File: config.mk
export PLATFORM = sky130hd
export DESIGN_NAME = cfg_window_decoder
export DESIGN_NICKNAME = d
export VERILOG_FILES = /design/src/rtl/cfg_window_pkg.sv /design/src/rtl/cfg_window_ctrl.sv /design/src/rtl/cfg_window_datapath.sv /design/src/rtl/cfg_window_decoder.sv
export SDC_FILE = /design/constraint.sdc
export NUM_CORES = 1
export LEC_CHECK = 0
export ABC_AREA = 1
export BUFFER_PORTS_ARGS = -buffer_cell sky130_fd_sc_hd__buf_2
export CAP_MARGIN = 20
export CORE_AREA = 3 3 114 116
export DETAILED_ROUTE_END_ITERATION = 7
export DIE_AREA = 0 0 117 119
export PLACE_DENSITY = 0.75
export SYNTH_ARGS = -nofsm -noshare
export SYNTH_HDL_FRONTEND = slang
export SYNTH_SLANG_ARGS = --single-unit
export TNS_END_PERCENT = 100
File: constraint.sdc
create_clock -name clk -period 3.49 [get_ports clk]
set_input_delay 0 -clock clk [delete_from_list [all_inputs] [get_ports clk]]
set_output_delay 0 -clock clk [all_outputs]
set_load 0.03 [all_outputs]
File: src/rtl/cfg_window_pkg.sv
package cfg_window_pkg;
  localparam int REG_BYTES  = 8;
  localparam int HALF_BYTES = 4;

  typedef enum logic [1:0] {
    LEN_FULL    = 2'b00,
    LEN_HALF    = 2'b01,
    LEN_QUARTER = 2'b10,
    LEN_RSVD    = 2'b11
  } lenCode_e;

  typedef struct packed {
    logic [REG_BYTES-1:0] byteWr;
  } ctrlStrobe_t;
endpackage

File: src/rtl/cfg_window_ctrl.sv
module cfg_window_ctrl
  import cfg_window_pkg::*;
(
  input  logic                  cfgWrEn,
  input  logic                  cfgWrHi,
  input  logic [HALF_BYTES-1:0] cfgWrBe,
  output ctrlStrobe_t           strobe
);
  always_comb begin
    strobe.byteWr = '0;
    if (cfgWrEn) begin
      if (cfgWrHi) strobe.byteWr = {cfgWrBe, {HALF_BYTES{1'b0}}};
      else         strobe.byteWr = {{HALF_BYTES{1'b0}}, cfgWrBe};
    end
  end
endmodule

File: src/rtl/cfg_window_datapath.sv
module cfg_window_datapath
  import cfg_window_pkg::*;
#(
  parameter int              ADDR_W    = 64,
  parameter int              LOG2_MAX  = 28,
  parameter int              BASE_HI   = 38,
  parameter logic [63:0]     RESET_VAL = 64'h0000_0000_B000_0000
)(
  input  logic              clk,
  input  logic              rstN,
  input  ctrlStrobe_t       strobe,
  input  logic [31:0]       wrData,
  input  logic [ADDR_W-1:0] probeAddr,
  output logic              winEnable,
  output logic [ADDR_W-1:0] winBase,
  output logic [ADDR_W-1:0] winSize,
  output logic              winErr,
  output logic              winHit,
  output logic [ADDR_W-1:0] winOffset
);
  localparam logic [ADDR_W-1:0] ONE        = {{(ADDR_W-1){1'b0}}, 1'b1};
  localparam logic [ADDR_W-1:0] ALL_ONES   = {ADDR_W{1'b1}};
  localparam logic [ADDR_W-1:0] UPPER_MASK =
    (ALL_ONES >> (ADDR_W-1-BASE_HI)) & (ALL_ONES << LOG2_MAX);
  localparam logic [ADDR_W-1:0] HI_ALIGN   = ONE << (LOG2_MAX-1);
  localparam logic [ADDR_W-1:0] LO_ALIGN   = ONE << (LOG2_MAX-2);

  logic [REG_BYTES*8-1:0] ctlReg;
  lenCode_e               lenCode;
  logic [ADDR_W-1:0]      baseMask;
  logic [ADDR_W:0]        endAddr;
  logic                   inRange;

  // Byte-granular register; each byte takes its lane of the 32-bit data bus.
  always_ff @(posedge clk) begin
    if (!rstN) begin
      ctlReg <= RESET_VAL;
    end else begin
      for (int i = 0; i < REG_BYTES; i++) begin
        if (strobe.byteWr[i]) ctlReg[8*i +: 8] <= wrData[8*(i%HALF_BYTES) +: 8];
      end
    end
  end

  assign lenCode = lenCode_e'(ctlReg[2:1]);

  always_comb begin
    baseMask = UPPER_MASK;
    winSize  = '0;
    winErr   = 1'b0;
    unique case (lenCode)
      LEN_FULL:    winSize = ONE << LOG2_MAX;
      LEN_HALF: begin
        winSize  = ONE << (LOG2_MAX-1);
        baseMask = UPPER_MASK | HI_ALIGN | LO_ALIGN;
      end
      LEN_QUARTER: begin
        winSize  = ONE << (LOG2_MAX-2);
        baseMask = UPPER_MASK | LO_ALIGN;
      end
      LEN_RSVD:    winErr = 1'b1;
    endcase
  end

  assign winEnable = ctlReg[0];
  assign winBase   = ctlReg[ADDR_W-1:0] & baseMask;
  assign endAddr   = {1'b0, winBase} + {1'b0, winSize};
  assign inRange   = (probeAddr >= winBase) && ({1'b0, probeAddr} < endAddr);
  assign winHit    = winEnable && !winErr && inRange;
  assign winOffset = winHit ? (probeAddr - winBase) : '0;
endmodule

File: src/rtl/cfg_window_decoder.sv
module cfg_window_decoder
  import cfg_window_pkg::*;
#(
  parameter int          ADDR_W    = 64,
  parameter int          LOG2_MAX  = 28,
  parameter int          BASE_HI   = 38,
  parameter logic [63:0] RESET_VAL = 64'h0000_0000_B000_0000
)(
  input  logic              clk,
  input  logic              rstN,
  input  logic              cfgWrEn,
  input  logic              cfgWrHi,
  input  logic [3:0]        cfgWrBe,
  input  logic [31:0]       cfgWrData,
  input  logic [ADDR_W-1:0] probeAddr,
  output logic              winEnable,
  output logic [ADDR_W-1:0] winBase,
  output logic [ADDR_W-1:0] winSize,
  output logic              winErr,
  output logic              winHit,
  output logic [ADDR_W-1:0] winOffset
);
  ctrlStrobe_t strobe;

  cfg_window_ctrl u_ctrl (
    .cfgWrEn (cfgWrEn),
    .cfgWrHi (cfgWrHi),
    .cfgWrBe (cfgWrBe),
    .strobe  (strobe)
  );

  cfg_window_datapath #(
    .ADDR_W    (ADDR_W),
    .LOG2_MAX  (LOG2_MAX),
    .BASE_HI   (BASE_HI),
    .RESET_VAL (RESET_VAL)
  ) u_dp (
    .clk       (clk),
    .rstN      (rstN),
    .strobe    (strobe),
    .wrData    (cfgWrData),
    .probeAddr (probeAddr),
    .winEnable (winEnable),
    .winBase   (winBase),
    .winSize   (winSize),
    .winErr    (winErr),
    .winHit    (winHit),
    .winOffset (winOffset)
  );
endmodule

Word level (Yosys, flattened, before mapping)
Index checks and enable logic that the tools add are counted.

Flip-flop bits (word level): 64. Output and inout bits: 195. Logic and storage cells: 27.

Add/sub/neg operators: 2. Magnitude comparators: 2. Equal/unequal tests: 3. Mux-type cells: 6. Bitwise logic cells: 1. Reduce and logical (&&, ||, !) cells: 5.

Operators with widths (number): 29-bit one-hot mux with 3 select lines (1); 64-bit by 29-bit adder with 65-bit output (1); 64-bit by 65-bit < comparator with 1-bit output (1); 64-bit by 39-bit bitwise AND with 64-bit output (1); 64-bit greater-or-equal comparator (1); 64-bit 2-to-1 mux (1); 64-bit subtractor (1); 28-bit one-hot mux with 2 select lines (1); 8-bit 2-to-1 mux (2); 2-bit equality test (second input constant) (2); 1-bit logical AND (3); 2-bit by 1-bit equality test with 1-bit output (second input constant) (1); 2-bit logical NOT (1); 1-bit logical NOT (1); 1-bit 2-to-1 mux (1).

Depth between registers and ports, before layout
Word-level depth: 8. Mapped depth: 25.

Cells and area by module
Synthesis repeated with hierarchy kept, for this count alone.

Cells, all modules: 809. Area, all modules: 4912.2 µm².

Modules (own cells, without submodules): cfg_window_datapath (instances 1, cells an instance 794, area an instance 4855.9 µm², sequential area each 320.3 µm²); cfg_window_ctrl (instances 1, cells an instance 15, area an instance 56.3 µm², sequential area each 0.0 µm²).

Least setup slack after synthesis
No wires, ideal clock.

Path type: register to output. Start: register u_dp.ctlReg[1]. End: output port winOffset[10]. Arrival time: 3.687 ns. Setup slack: -0.197 ns. Stages on the path, launching flop included: 25. Path buffers: 1. Cells stage by stage: dfxtp_1 > inv_1 > ha_1 > nand2_1 > inv_1 > ha_1 > fa_1 > nand2_1 > a21oi_1 > nand3_1 > nor2_1 > nand3_1 > nor2_1 > xor2_1 > ha_1 > nand2_1 > inv_1 > o21ai_0 > nand2_1 > inv_1 > nand3_1 > nor2_2 > nand3_2 > buf_2 > nor2_1.

Word-level cells in the longest chain between the ends: 8. Elaborated cells on any way between the ends: 17. Those cells by class: 2 x add/sub; 2 x order compare; 3 x eq/ne; 4 x mux; 1 x bitwise; 5 x reduce/logical.

RTL lines: start: declaration (line cfg_window_datapath.sv:28) `logic [REG_BYTES*8-1:0] ctlReg;`; start signal: indexed assignment (line cfg_window_datapath.sv:40) `if (strobe.byteWr[i]) ctlReg[8*i +: 8] <= wrData[8*(i%HALF_BYTES) +: 8];`; 2-bit equality test / 2-bit by 1-bit equality test with 1-bit output (equally long branches) (line cfg_window_datapath.sv:51) `unique case (lenCode)`; 28-bit one-hot mux with 2 select lines * (line cfg_window_datapath.sv:51); 64-bit by 39-bit bitwise AND with 64-bit output * (line cfg_window_datapath.sv:66) `assign winBase = ctlReg[ADDR_W-1:0] & baseMask;`; net winBase[26] (line cfg_window_decoder.sv:17) `output logic [ADDR_W-1:0] winBase,`; 64-bit by 29-bit adder with 65-bit output (line cfg_window_datapath.sv:67) `assign endAddr = {1'b0, winBase} + {1'b0, winSize};`; 64-bit by 65-bit < comparator with 1-bit output (line cfg_window_datapath.sv:68) `assign inRange = (probeAddr >= winBase) && ({1'b0, probeAddr} < endAddr);`; 1-bit logical AND * (line cfg_window_datapath.sv:68); 1-bit logical AND * (line cfg_window_datapath.sv:69) `assign winHit = winEnable && !winErr && inRange;`; 64-bit 2-to-1 mux * (line cfg_window_datapath.sv:70) `assign winOffset = winHit ? (probeAddr - winBase) : '0;`; end: declaration (line cfg_window_decoder.sv:21) `output logic [ADDR_W-1:0] winOffset`.

Mark *: on every way through the listed nets, which the timed path passes. The rest lies on a longest branch.

Worst setup path after layout
Start: register u_dp.ctlReg[1]. End: output port winOffset[14].

Word-level cells in the longest chain between the ends: 8. Elaborated cells on any way between the ends: 17. Those cells by class: 2 x add/sub; 2 x order compare; 3 x eq/ne; 4 x mux; 1 x bitwise; 5 x reduce/logical.

RTL lines (line): 2-bit equality test / 2-bit by 1-bit equality test with 1-bit output (equally long branches) (cfg_window_datapath.sv:51); 28-bit one-hot mux with 2 select lines (cfg_window_datapath.sv:51); 64-bit by 39-bit bitwise AND with 64-bit output (cfg_window_datapath.sv:66); 64-bit by 29-bit adder with 65-bit output (cfg_window_datapath.sv:67); 64-bit by 65-bit < comparator with 1-bit output (cfg_window_datapath.sv:68); 1-bit logical AND (cfg_window_datapath.sv:68); 1-bit logical AND (cfg_window_datapath.sv:69); 64-bit 2-to-1 mux * (cfg_window_datapath.sv:70).

Mark *: on every way between the ends. The rest lies on a longest branch, timed or not.

==> results.md <==
Finish:
- Of the cells placed in the final design, the portion with a size suffix greater than 1 is 0.316.
- The non-filler instance count after layout is 1099.
- The total area of multi-input combinational cells is 3530 um2.
- The register with the most flip-flops in the layout has 16 of them.
- In the final layout, the registers with the most flip-flops are u_dp.ctlReg (16).
- The number of antenna diodes in the final layout is 0.
- Relative to the synthesized area, the layout overhead comes to 24.7%.
- The number of nets in the layout is 1093.
- Counting the fill cells in the layout gives 1220.
- The end-of-flow core utilization is 0.499.
- The flip-flop and latch area is 323 um2.
- The largest register by flop count is u_dp.ctlReg.

Worst hold path:
- The count of cells along the worst hold path is 3.
- In this run the worst hold path is classified as in -> reg.

Clock network:
- In this run the number of H-tree levels came out at 1.
- The clock sink count is 16.
- The TritonCTS clock tree is built.
- The root buffer selected by CTS is sky130_fd_sc_hd__clkbuf_16.
- The register clock-pin slew on the reported worst setup and hold paths is 50 ps.
- The clock reaches the later pin of the worst-skew pair after 240 ps.
- The buffer levels on the longest clock path is 2.
- The total CTS buffers is 3.

STA:
- Hold timing on the final database bottoms out at a slack of -2.07 ps.
- The fraction of the cycle the final worst path needs is 1.07.
- The final-report max-slew violation count is 0.
- Subtracting the final worst setup slack from the clock period gives around 3700 ps.
- Clock skew on the completed layout was measured at 0 ps.
- Setup repair after global routing could not meet its margin everywhere.
- The hold violation total from the final report is 1.
- Setup violations remaining at the end of the flow were counted as 65.
- Setup slack on the critical path of the routed design comes to -256 ps.
- Setup total negative slack on the finished layout was measured at -13800 ps.
- The achievable frequency is roughly 270 MHz.
- The transition time at the pin with the least slew margin is 504 ps.
- Headroom to the max-slew limit came out at 0.664.

Synth:
- The share of the Yosys chip area taken by registers is 0.0667.
- The per-instance average area after synthesis is between 6 and 7 um2.
- The share of Yosys cell area claimed by the top area cell type is 0.192.
- Ranked by instance count, the synthesized netlist is headed by sky130_fd_sc_hd__nand2_1, sky130_fd_sc_hd__buf_4, sky130_fd_sc_hd__inv_1, sky130_fd_sc_hd__nor2_1, sky130_fd_sc_hd__nor2_4.
- The synthesized design spends more area on one cell type than any other, namely sky130_fd_sc_hd__buf_4.
- Yosys attributes the largest share of cell area to sky130_fd_sc_hd__buf_4, sky130_fd_sc_hd__nand2_1, sky130_fd_sc_hd__nor2_4.
- For this run, the leading register cell type out of synthesis is sky130_fd_sc_hd__dfxtp_1.
- Yosys mapped the design onto 34 distinct sky130hd cell types.
- The library cell with the highest instance count after synthesis is sky130_fd_sc_hd__nand2_1.
- The Yosys warning count is 0.
- The share of synthesized flip-flops with an asynchronous set or reset is 0.
- Summing every instance area after synthesis gives 4800 um2.
- After synthesis the netlist holds a flip-flop and latch count of 16.
- The number of synthesized flops with an enable pin is 0.
- The cell count after synthesis is 780.

Outcome:
- The final reports fail on negative hold slack, negative setup slack.
- The run finished, with violations left.

Critical path:
- The critical path endpoint category is an output pin.
- Among all stages on the critical path, the largest delay is contributed by sky130_fd_sc_hd__or3_1.
- The kind of start point of the critical path is a flip-flop.
- The signal on the critical path passes through buf_4 -> ha_1 -> nand2_2 -> inv_2 -> ha_1 -> nand3_1 -> nand3_2 -> nand2_1 -> nor3_2 -> nand2_1 -> or3_1 -> ha_1 -> inv_1 -> nor2_2 -> nand3_1 -> nor2_1 -> nand4_1 -> nand3_4 -> buf_16 -> nor2_4 -> clkbuf_4.
- The class of the most critical setup path is reg -> out.
- Data on the critical path arrives at its endpoint at 3750 ps.
- The cell repeated most along the worst path is sky130_fd_sc_hd__ha_1.
- Along the worst path, the maximum fanout reaches 27.
- At the worst endpoint, the required time is 3490 ps.
- The largest incremental delay on the critical path is 330 ps.
- The worst register-to-register path has a depth of 2.

Die:
- The initial utilization of the core area, before any placement, comes to 0.400.
- The floorplan step defined a core boundary enclosing 12000 um2.
- The cell row count is 40.
- The die is 119 um tall.
- In this run the count of I/O pins placed on the die edge is 299.
- The die width is 117 um.
- The die covers 13900 um2.

Power and ir drop:
- The design draws ~0.0011 W.
- Across the VDD grid, the largest voltage drop is 0.000258 V.
- Power spread over the standard cell area amounts to 179 nW/um2.
- Summed over all cells, the static leakage comes to around 3.2 nW.

Global routing:
- The via count of the first global-routing pass was around 4500.
- After global routing the overflow that remains totals 0.
- The initial antenna violation count came to 0.
- The first global-routing pass estimated 21000 um of wire.
- The total routing usage reported by global routing is 0.186.
- Entering global routing, the biggest net connects 28 pins.

Routing:
- Dividing the detail-routed wire length by the instance count gives 12.8 um.
- The count of nets left with antenna violations once routing finished came out at 0.
- The routed design has 14100 um of wire.
- Before antenna repair, the detailed router went through 4 iterations.
- Dividing the detail-routed via count by the number of cells gives 4.40.
- Across all layers, the routed design uses 4831 vias.
- The number of remaining DRC errors is 0.
- The number of DRC markers after the initial detailed-route iteration is ~180.

Placement:
- Port buffering added 165 buffers.
- Routability-driven placement finished with a final weighted congestion of 0.893.
- Summed over all nets, the half-perimeter wirelength after detailed placement is ~12000 um.
- Including well taps, the total number of placed cells is 1086.

Job:
- The max-capacitance violation count is 0.
==> area by class of cell <==
type,instances,share of cell area
Sequential cell,16,0.0539
Inverter,125,0.0792
Clock buffer,4,0.0148
Timing Repair Buffer,190,0.232
Tap cell,147,0.0307
Multi-Input combinational cell,617,0.590
==> metal layers <==
layer / track usage / part of all wire
met5: 0 / 0
met4: 0.0401 / 0.017
met3: 0.0229 / 0.096
met2: 0.342 / 0.50
met1: 0.227 / 0.39
==> per-stage QoR <==
stage	area (um2)	hold slack [ps]	setup WS, ps
CTS	5940	0.506	-204
global placement	5380	225	-16.6
floorplan	5260	122	13.4
detailed placement	5380	225	-96.3
global route	5990	17.3	-474
finish	5990	-2.07	-256
==> power breakdown <==
part | internal, W | switching [W] | leakage [nW]
Sequential | 0.000193 | 0.00000884 | 0.132
Combinational | 0.000166 | 0.000458 | 3.03
Clock | 0.000174 | 0.0000715 | 0.0442
==> cell usage in the layout (no fill, tap or decap), types with 5 or more instances in the layout <==
cell type	netlist	layout
sky130_fd_sc_hd__nor3_1	7	6
sky130_fd_sc_hd__nand4_1	6	6
sky130_fd_sc_hd__buf_2	2	126
sky130_fd_sc_hd__nand2_2	3	5
sky130_fd_sc_hd__nand3_1	45	41
sky130_fd_sc_hd__nor2_2	11	23
sky130_fd_sc_hd__inv_2	5	8
sky130_fd_sc_hd__nor2_4	51	57
sky130_fd_sc_hd__xnor2_1	11	11
sky130_fd_sc_hd__o21ai_0	18	17
sky130_fd_sc_hd__xor2_1	12	12
sky130_fd_sc_hd__nand2_1	163	160
sky130_fd_sc_hd__conb_1	1	112
sky130_fd_sc_hd__nor2_1	96	78
sky130_fd_sc_hd__a21oi_1	31	30
sky130_fd_sc_hd__buf_4	123	14
sky130_fd_sc_hd__dfxtp_1	16	14
sky130_fd_sc_hd__inv_1	119	114
sky130_fd_sc_hd__buf_6	1	39
sky130_fd_sc_hd__ha_1	34	32
sky130_fd_sc_hd__nand3_2	2	5
==> path summary, 6_finish.rpt <==
check / slack (ps) / endpoint / start
hold / removal: -2 / u_dp.ctlReg[27]$_SDFFE_PN0P_ / cfgWrData[27]
setup / recovery: -260 / winOffset[14] / u_dp.ctlReg[1]$_SDFFE_PN0P_
setup reg to reg: 2700 / u_dp.ctlReg[31]$_SDFFE_PN1P_ / u_dp.ctlReg[31]$_SDFFE_PN1P_
hold reg to reg: 490 / u_dp.ctlReg[27]$_SDFFE_PN0P_ / u_dp.ctlReg[27]$_SDFFE_PN0P_
==> repair_timing <==
action                     4_1_cts  5_1_grt
pin swaps                        9        9
resized for setup              101       13
hold buffers                     3        0
setup buffers                    3        0
setup endpoints to repair       65       65
cloned                           3        1
hold endpoints to repair         3        0
==> cell families after synthesis <==
group	share of synthesized area
AO/OA/AOI/OAI	0.0633
XOR/XNOR	0.0420
buffers and inverters	0.317
adder cells (fa/ha/maj)	0.0970
flip-flops	0.0667
AND/OR/NAND/NOR	0.413
other	0.000781
==> worst max-delay path, delay by kind of cell, from the launching register on <==
kind | cells | cell delay [ps]
fa+ha+maj | 3 | 750
buf+inv | 5 | 670
flops | 1 | 320
simple gates | 13 | 1740
No activity file was read; power rests on OpenSTA's default activity.
